==> config.mk <==
export PLATFORM = sky130hd
export DESIGN_NAME = banked_regfile
export DESIGN_NICKNAME = d
export VERILOG_FILES = /design/src/rtl/banked_rf_pkg.sv /design/src/rtl/rf_merge.sv /design/src/rtl/rf_bank.sv /design/src/rtl/rf_stack_pair.sv /design/src/rtl/banked_regfile.sv
export SDC_FILE = /design/constraint.sdc
export NUM_CORES = 1
export LEC_CHECK = 0
export BUFFER_PORTS_ARGS = -buffer_cell sky130_fd_sc_hd__buf_2
export CAP_MARGIN = 20
export CORE_UTILIZATION = 45
export DETAILED_ROUTE_END_ITERATION = 7
export GPL_TIMING_DRIVEN = 0
export PLACE_DENSITY = 0.64
export SYNTH_ARGS = -nofsm -noshare
export SYNTH_HDL_FRONTEND = slang
export SYNTH_SLANG_ARGS = --single-unit
==> constraint.sdc <==
create_clock -name clk -period 2.6 [get_ports clk]
set_clock_uncertainty 0.1 [all_clocks]
set_input_delay 0.13 -clock clk [delete_from_list [all_inputs] [get_ports clk]]
set_output_delay 0.13 -clock clk [all_outputs]
set_load 0.01 [all_outputs]
==> src/rtl/banked_rf_pkg.sv <==
package banked_rf_pkg;
  typedef enum logic [1:0] {
    SZ_BYTE = 2'd0,
    SZ_WORD = 2'd1,
    SZ_LONG = 2'd2,
    SZ_LALT = 2'd3
  } size_e;

  localparam logic RT_DATA = 1'b0;
  localparam logic RT_ADDR = 1'b1;
endpackage

==> src/rtl/rf_merge.sv <==
module rf_merge
  import banked_rf_pkg::*;
#(
  parameter int W = 32
) (
  input  logic [W-1:0] old_v,
  input  logic [W-1:0] new_v,
  input  size_e        size_i,
  output logic [W-1:0] merged
);
  always_comb begin
    case (size_i)
      SZ_BYTE: merged = {old_v[W-1:8], new_v[7:0]};
      SZ_WORD: merged = {old_v[W-1:16], new_v[15:0]};
      default: merged = new_v;
    endcase
  end
endmodule

==> src/rtl/rf_bank.sv <==
module rf_bank
  import banked_rf_pkg::*;
#(
  parameter int W    = 32,
  parameter int N    = 8,
  parameter int IDXW = 3
) (
  input  logic                clk,
  input  logic                rst_n,
  input  logic                we,
  input  logic [IDXW-1:0]     idx,
  input  size_e               size_i,
  input  logic [W-1:0]        wdata,
  output logic [N-1:0][W-1:0] q
);
  for (genvar i = 0; i < N; i++) begin : g_reg
    logic [W-1:0] nxt;
    rf_merge #(.W(W)) u_merge (
      .old_v (q[i]),
      .new_v (wdata),
      .size_i(size_i),
      .merged(nxt)
    );
    always_ff @(posedge clk or negedge rst_n) begin
      if (!rst_n) begin
        q[i] <= '0;
      end else if (we && idx == IDXW'(i)) begin
        q[i] <= nxt;
      end
    end
  end
endmodule

==> src/rtl/rf_stack_pair.sv <==
module rf_stack_pair
  import banked_rf_pkg::*;
#(
  parameter int W = 32
) (
  input  logic         clk,
  input  logic         rst_n,
  input  logic         main_we,
  input  logic         sup,
  input  size_e        size_i,
  input  logic [W-1:0] wdata,
  input  logic         dir_we,
  input  logic         dir_sel,
  input  logic [W-1:0] dir_wdata,
  output logic [W-1:0] usp_q,
  output logic [W-1:0] ssp_q
);
  localparam int NSP = 2;
  logic [NSP-1:0][W-1:0] sp_q;

  for (genvar k = 0; k < NSP; k++) begin : g_sp
    logic [W-1:0] nxt;
    rf_merge #(.W(W)) u_merge (
      .old_v (sp_q[k]),
      .new_v (wdata),
      .size_i(size_i),
      .merged(nxt)
    );
    always_ff @(posedge clk or negedge rst_n) begin
      if (!rst_n) begin
        sp_q[k] <= '0;
      end else if (dir_we && dir_sel == 1'(k)) begin
        sp_q[k] <= dir_wdata;
      end else if (main_we && sup == 1'(k)) begin
        sp_q[k] <= nxt;
      end
    end
  end

  assign usp_q = sp_q[0];
  assign ssp_q = sp_q[1];
endmodule

==> src/rtl/banked_regfile.sv <==
module banked_regfile
  import banked_rf_pkg::*;
#(
  parameter int W     = 32,
  parameter int NREG  = 8,
  parameter int MASKW = 3,
  localparam int IDXW = $clog2(NREG),
  localparam int NGEN = NREG - 1
) (
  input  logic             clk,
  input  logic             rst_n,
  input  logic             rd_type,
  input  logic [IDXW-1:0]  rd_idx,
  input  logic [1:0]       rd_size,
  output logic [W-1:0]     rd_data,
  input  logic             wr_en,
  input  logic             wr_type,
  input  logic [IDXW-1:0]  wr_idx,
  input  logic [1:0]       wr_size,
  input  logic [W-1:0]     wr_data,
  output logic             illegal_wr,
  input  logic             sp_sel,
  input  logic             sp_we,
  input  logic [W-1:0]     sp_wdata,
  output logic [W-1:0]     sp_rdata,
  input  logic             pc_we,
  input  logic [W-1:0]     pc_wdata,
  output logic [W-1:0]     pc_q,
  input  logic             mode_we,
  input  logic             mode_sup_in,
  input  logic [MASKW-1:0] mode_mask_in,
  output logic             sup_mode,
  output logic [MASKW-1:0] int_mask
);
  localparam logic [IDXW-1:0] SP_IDX = IDXW'(NREG - 1);

  size_e wsz;
  size_e rsz;
  assign wsz = size_e'(wr_size);
  assign rsz = size_e'(rd_size);

  logic [NREG-1:0][W-1:0] d_q;
  logic [NGEN-1:0][W-1:0] a_q;
  logic [W-1:0]           usp_q;
  logic [W-1:0]           ssp_q;
  logic                   sup_q;
  logic [MASKW-1:0]       mask_q;

  logic d_we;
  logic a_any_we;
  logic a_gen_we;
  logic a_sp_we;
  logic byte_to_addr;

  assign byte_to_addr = wr_en && (wr_type == RT_ADDR) && (wsz == SZ_BYTE);
  assign d_we         = wr_en && (wr_type == RT_DATA);
  assign a_any_we     = wr_en && (wr_type == RT_ADDR) && (wsz != SZ_BYTE);
  assign a_gen_we     = a_any_we && (wr_idx != SP_IDX);
  assign a_sp_we      = a_any_we && (wr_idx == SP_IDX);

  rf_bank #(.W(W), .N(NREG), .IDXW(IDXW)) u_dbank (
    .clk   (clk),
    .rst_n (rst_n),
    .we    (d_we),
    .idx   (wr_idx),
    .size_i(wsz),
    .wdata (wr_data),
    .q     (d_q)
  );

  rf_bank #(.W(W), .N(NGEN), .IDXW(IDXW)) u_abank (
    .clk   (clk),
    .rst_n (rst_n),
    .we    (a_gen_we),
    .idx   (wr_idx),
    .size_i(wsz),
    .wdata (wr_data),
    .q     (a_q)
  );

  rf_stack_pair #(.W(W)) u_sp (
    .clk      (clk),
    .rst_n    (rst_n),
    .main_we  (a_sp_we),
    .sup      (sup_q),
    .size_i   (wsz),
    .wdata    (wr_data),
    .dir_we   (sp_we),
    .dir_sel  (sp_sel),
    .dir_wdata(sp_wdata),
    .usp_q    (usp_q),
    .ssp_q    (ssp_q)
  );

  // Mode, program counter and illegal-write flag
  always_ff @(posedge clk or negedge rst_n) begin
    if (!rst_n) begin
      sup_q      <= 1'b1;
      mask_q     <= '1;
      pc_q       <= '0;
      illegal_wr <= 1'b0;
    end else begin
      illegal_wr <= byte_to_addr;
      if (mode_we) begin
        sup_q  <= mode_sup_in;
        mask_q <= mode_mask_in;
      end
      if (pc_we) begin
        pc_q <= pc_wdata;
      end
    end
  end

  // Read path: select the register, then cut the view
  logic [W-1:0] rd_long;
  always_comb begin
    if (rd_type == RT_DATA) begin
      rd_long = d_q[rd_idx];
    end else if (rd_idx == SP_IDX) begin
      rd_long = sup_q ? ssp_q : usp_q;
    end else begin
      rd_long = a_q[rd_idx];
    end
  end

  always_comb begin
    case (rsz)
      SZ_BYTE: rd_data = {{(W-8){1'b0}}, rd_long[7:0]};
      SZ_WORD: rd_data = {{(W-16){1'b0}}, rd_long[15:0]};
      default: rd_data = rd_long;
    endcase
  end

  assign sp_rdata = sp_sel ? ssp_q : usp_q;
  assign sup_mode = sup_q;
  assign int_mask = mask_q;
endmodule

==> flow_metrics.env <==
export IMPL_tritoncts="built"
export IMPL_synth_edf_count=0
export IMPL_cts_num_sinks=581
export IMPL_cts_root_buf="clkbuf_16"
export IMPL_synthFlopType="dfrtp_1"
export IMPL_min_period_ns=2.64
export IMPL_antenna_found_initial=7
export IMPL_clk_pin_slew_ns=0.06
export IMPL_startpoint_type="register"
export IMPL_hold_path_class="in -> async"
export IMPL_clockBufferDepth=3
export IMPL_avgViaCountPerCell=5.77
export IMPL_synth_area_leader_cell="dfrtp_1"
export IMPL_wl_per_cell_um=24.2
export IMPL_grt_pass1_vias=20800
export IMPL_syn_area_per_cell_um2=12.9
export IMPL_critPathCaptureType="primary output"
export IMPL_ys_types=40
export IMPL_post_place_ws_ns=-0.496
export IMPL_nFillCells=4936
export IMPL_hold_viol_final=0
export IMPL_final_nets=2675
export IMPL_grt_max_degree=129
export IMPL_status="finished, violations left"
export IMPL_hpwl_um=57000
export IMPL_power_mw=25.9
export IMPL_drive_gt1_share_pct=40.8
export IMPL_crit_fanout=8
export IMPL_clock_power_share_pct=35.3
export IMPL_dr_pass1_iters=5
export IMPL_cts_buffers=66
export IMPL_setup_viol_count_final=9
export IMPL_required_ns=2.37
export IMPL_pwr_share_seq_pct=45.8
export IMPL_arrival_ns=2.41
export IMPL_drc=0
export IMPL_portBuffers=212
export IMPL_finalCritPeriodShare_pct=101
export IMPL_clock_fmax_mhz=379
export IMPL_insertion_delay_ns=0.59
export IMPL_fin_util_pct=56.0
export IMPL_dieArea_mm2=0.0622
export IMPL_core_area_mm2=0.0604
export IMPL_ys_top_cells_by_area="dfrtp_1 (52%), mux2_2 (22%), mux2i_1 (9.9%)"
export IMPL_internal_power_mw=18.8
export IMPL_grtUsageTotal_pct=26.6
export IMPL_num_vias=19600
export IMPL_rows=90
export IMPL_yosys_warnings=0
export IMPL_syn_inst=2126
export IMPL_comb_power_share_pct=19.0
export IMPL_synthesis_nets=2245
export IMPL_drv_slew=0
export IMPL_postLayoutCellArea_mm2=0.0338
export IMPL_area_delta_synth_final_pct=22.8
export IMPL_synth_top_area_share_pct=52.5
export IMPL_num_io_pins=220
export IMPL_yosys_register_bits=581
export IMPL_tightest_slew_ns=0.995
export IMPL_power_density_mw_per_mm2=766
export IMPL_dieHeight_um=249
export IMPL_switchingPower_mw=7.05
export IMPL_syn_cell_area_mm2=0.0275
export IMPL_cap_violations=0
export IMPL_slew_limit_headroom_pct=33.4
export IMPL_grt_remaining_overflow=0
export IMPL_swShare_pct=27.3
export IMPL_async_reset_ff_share_pct=100
export IMPL_peakVddDrop_mv=0.507
export IMPL_most_common_layout_cells="dfrtp_1 (577), mux2_2 (532), buf_2 (265), mux2i_1 (250), dlygate4sd3_1 (140)"
export IMPL_routed_wl_um=82100
export IMPL_grt_pass1_wl_um=127000
export IMPL_critical_path_class="reg -> out"
export IMPL_die_w_um=249
export IMPL_violations="negative setup slack"
export IMPL_h_tree_depth=3
export IMPL_place_area_mm2=0.0297
export IMPL_gp_congestion=0.871
export IMPL_dr_first_iter_drc_count=1387
export IMPL_ant_nets=0
export IMPL_p_leak_nw=15.6
export IMPL_start_util_pct=45.6
export IMPL_reg2reg_slack_ns=0.14
export IMPL_layout_commonest_cell="dfrtp_1"
export IMPL_rsz0062_at_grt="true"
export IMPL_yosysSeqAreaShare_pct=52.8
export IMPL_setup_tns_final_ns=-0.128
export IMPL_setup_ws_ns=-0.0388
==> power groups by stage <==
stage | Combinational [mW] | Sequential (mW) | Clock, mW
5_1_grt | 5.32 | 12.1 | 9.65
4_1_cts | 4.86 | 11.8 | 9.27
3_3_place_gp | 4.33 | 11.8 | 0
2_1_floorplan | 3.10 | 11.7 | 0
3_5_place_dp | 4.50 | 11.9 | 0
6_report | 4.92 | 11.8 | 9.13
==> worst paths after layout <==
kind,to,depth (start not counted),from
worst max register to register,u_sp.ssp_q[12]$_DFFE_PN0P_,7,sup_mode$_DFFE_PN1P_
max in group asynchronous,u_sp.ssp_q[21]$_DFFE_PN0P_,4,rst_n
worst min-delay path,u_sp.usp_q[9]$_DFFE_PN0P_,2,rst_n
min in group clk,u_sp.ssp_q[16]$_DFFE_PN0P_,5,wr_idx[0]
worst max-delay path,rd_data[29],6,sup_mode$_DFFE_PN1P_
worst min register to register,u_dbank.q[68]$_DFFE_PN0P_,2,u_dbank.q[68]$_DFFE_PN0P_
==> critical path, cell delays in order, from the launching register on <==
cell and delay (ns):
dfstp_2 0.56, buf_12 0.17, mux2i_2 0.27, a21oi_1 0.15
o2111ai_2 0.35, nand2_2 0.14, buf_2 0.16
==> cells by family after synthesis <==
family | count (synthesis) | synth area share, %
compound gates | 280 | 6.24
buf+inv | 169 | 2.78
flops | 581 | 52.8
mux | 828 | 33.4
simple gates | 268 | 4.75
==> metal layers <==
metal	track usage (%)	up-vias	wire length (um)
li1	-	8576	-
met2	44.6	576	40300
met4	8.20	8	2270
met3	5.06	151	4430
met5	0	-	50
met1	34.9	10200	35000
==> synth_stat cells, types with 2 or more instances <==
cell	instances
dfrtp_1	577
o21ai_2	2
buf_4	6
mux4_2	16
nand2_2	4
nor2_2	3
buf_2	57
or3_1	2
dfstp_2	4
nand2_1	100
clkbuf_1	88
o31ai_1	2
nand2b_1	7
o2111ai_1	25
nor3_2	4
a21oi_1	96
nor2b_1	5
a221oi_1	8
nand2_4	3
o21ai_1	3
nor2_1	82
and2_1	3
buf_1	13
buf_6	5
mux2_4	8
nor2_4	10
nor2_8	3
nand3_1	34
mux2_2	532
mux2i_1	272
a22oi_1	72
o21ai_0	72
==> flip-flops by register name, summed over array words and instances (netlist names) <==
name,cells
u_dbank.q,256
u_abank.q,224
pc_q,32
u_sp.ssp_q,32
u_sp.usp_q,32
int_mask,3
illegal_wr,1
sup_mode,1
==> final cells by class <==
class / instances / area [um2] / share of cell area (%)
Multi-Input combinational cell: 1376 / 12600 / 37.4
Tap cell: 782 / 978 / 2.89
Antenna cell: 3 / 7.51 / 0.0222
Clock buffer: 100 / 2020 / 5.98
Sequential cell: 581 / 14500 / 43.0
Buffer: 169 / 848 / 2.51
Clock inverter: 14 / 81.3 / 0.241
Timing Repair Buffer: 362 / 2680 / 7.94
==> stage by stage <==
step / std cells / hold slack, ns
floorplan: 2126 / -0.266
global placement: 3120 / 0.261
detailed placement: 3124 / 0.126
CTS: 3383 / 0.0772
global route: 3385 / 0.102
finish: 3387 / 0.0545
==> timing repair <==
action | in CTS | in global routing
cloned | 1 | 0
hold endpoints to repair | 364 | 0
buffers inserted | 4 | 1
resized for setup | 97 | 38
pin swaps | 24 | 22
hold buffers | 140 | 0
endpoints found under the setup margin | 32 | 31
No activity file was read; power rests on OpenSTA's default activity.
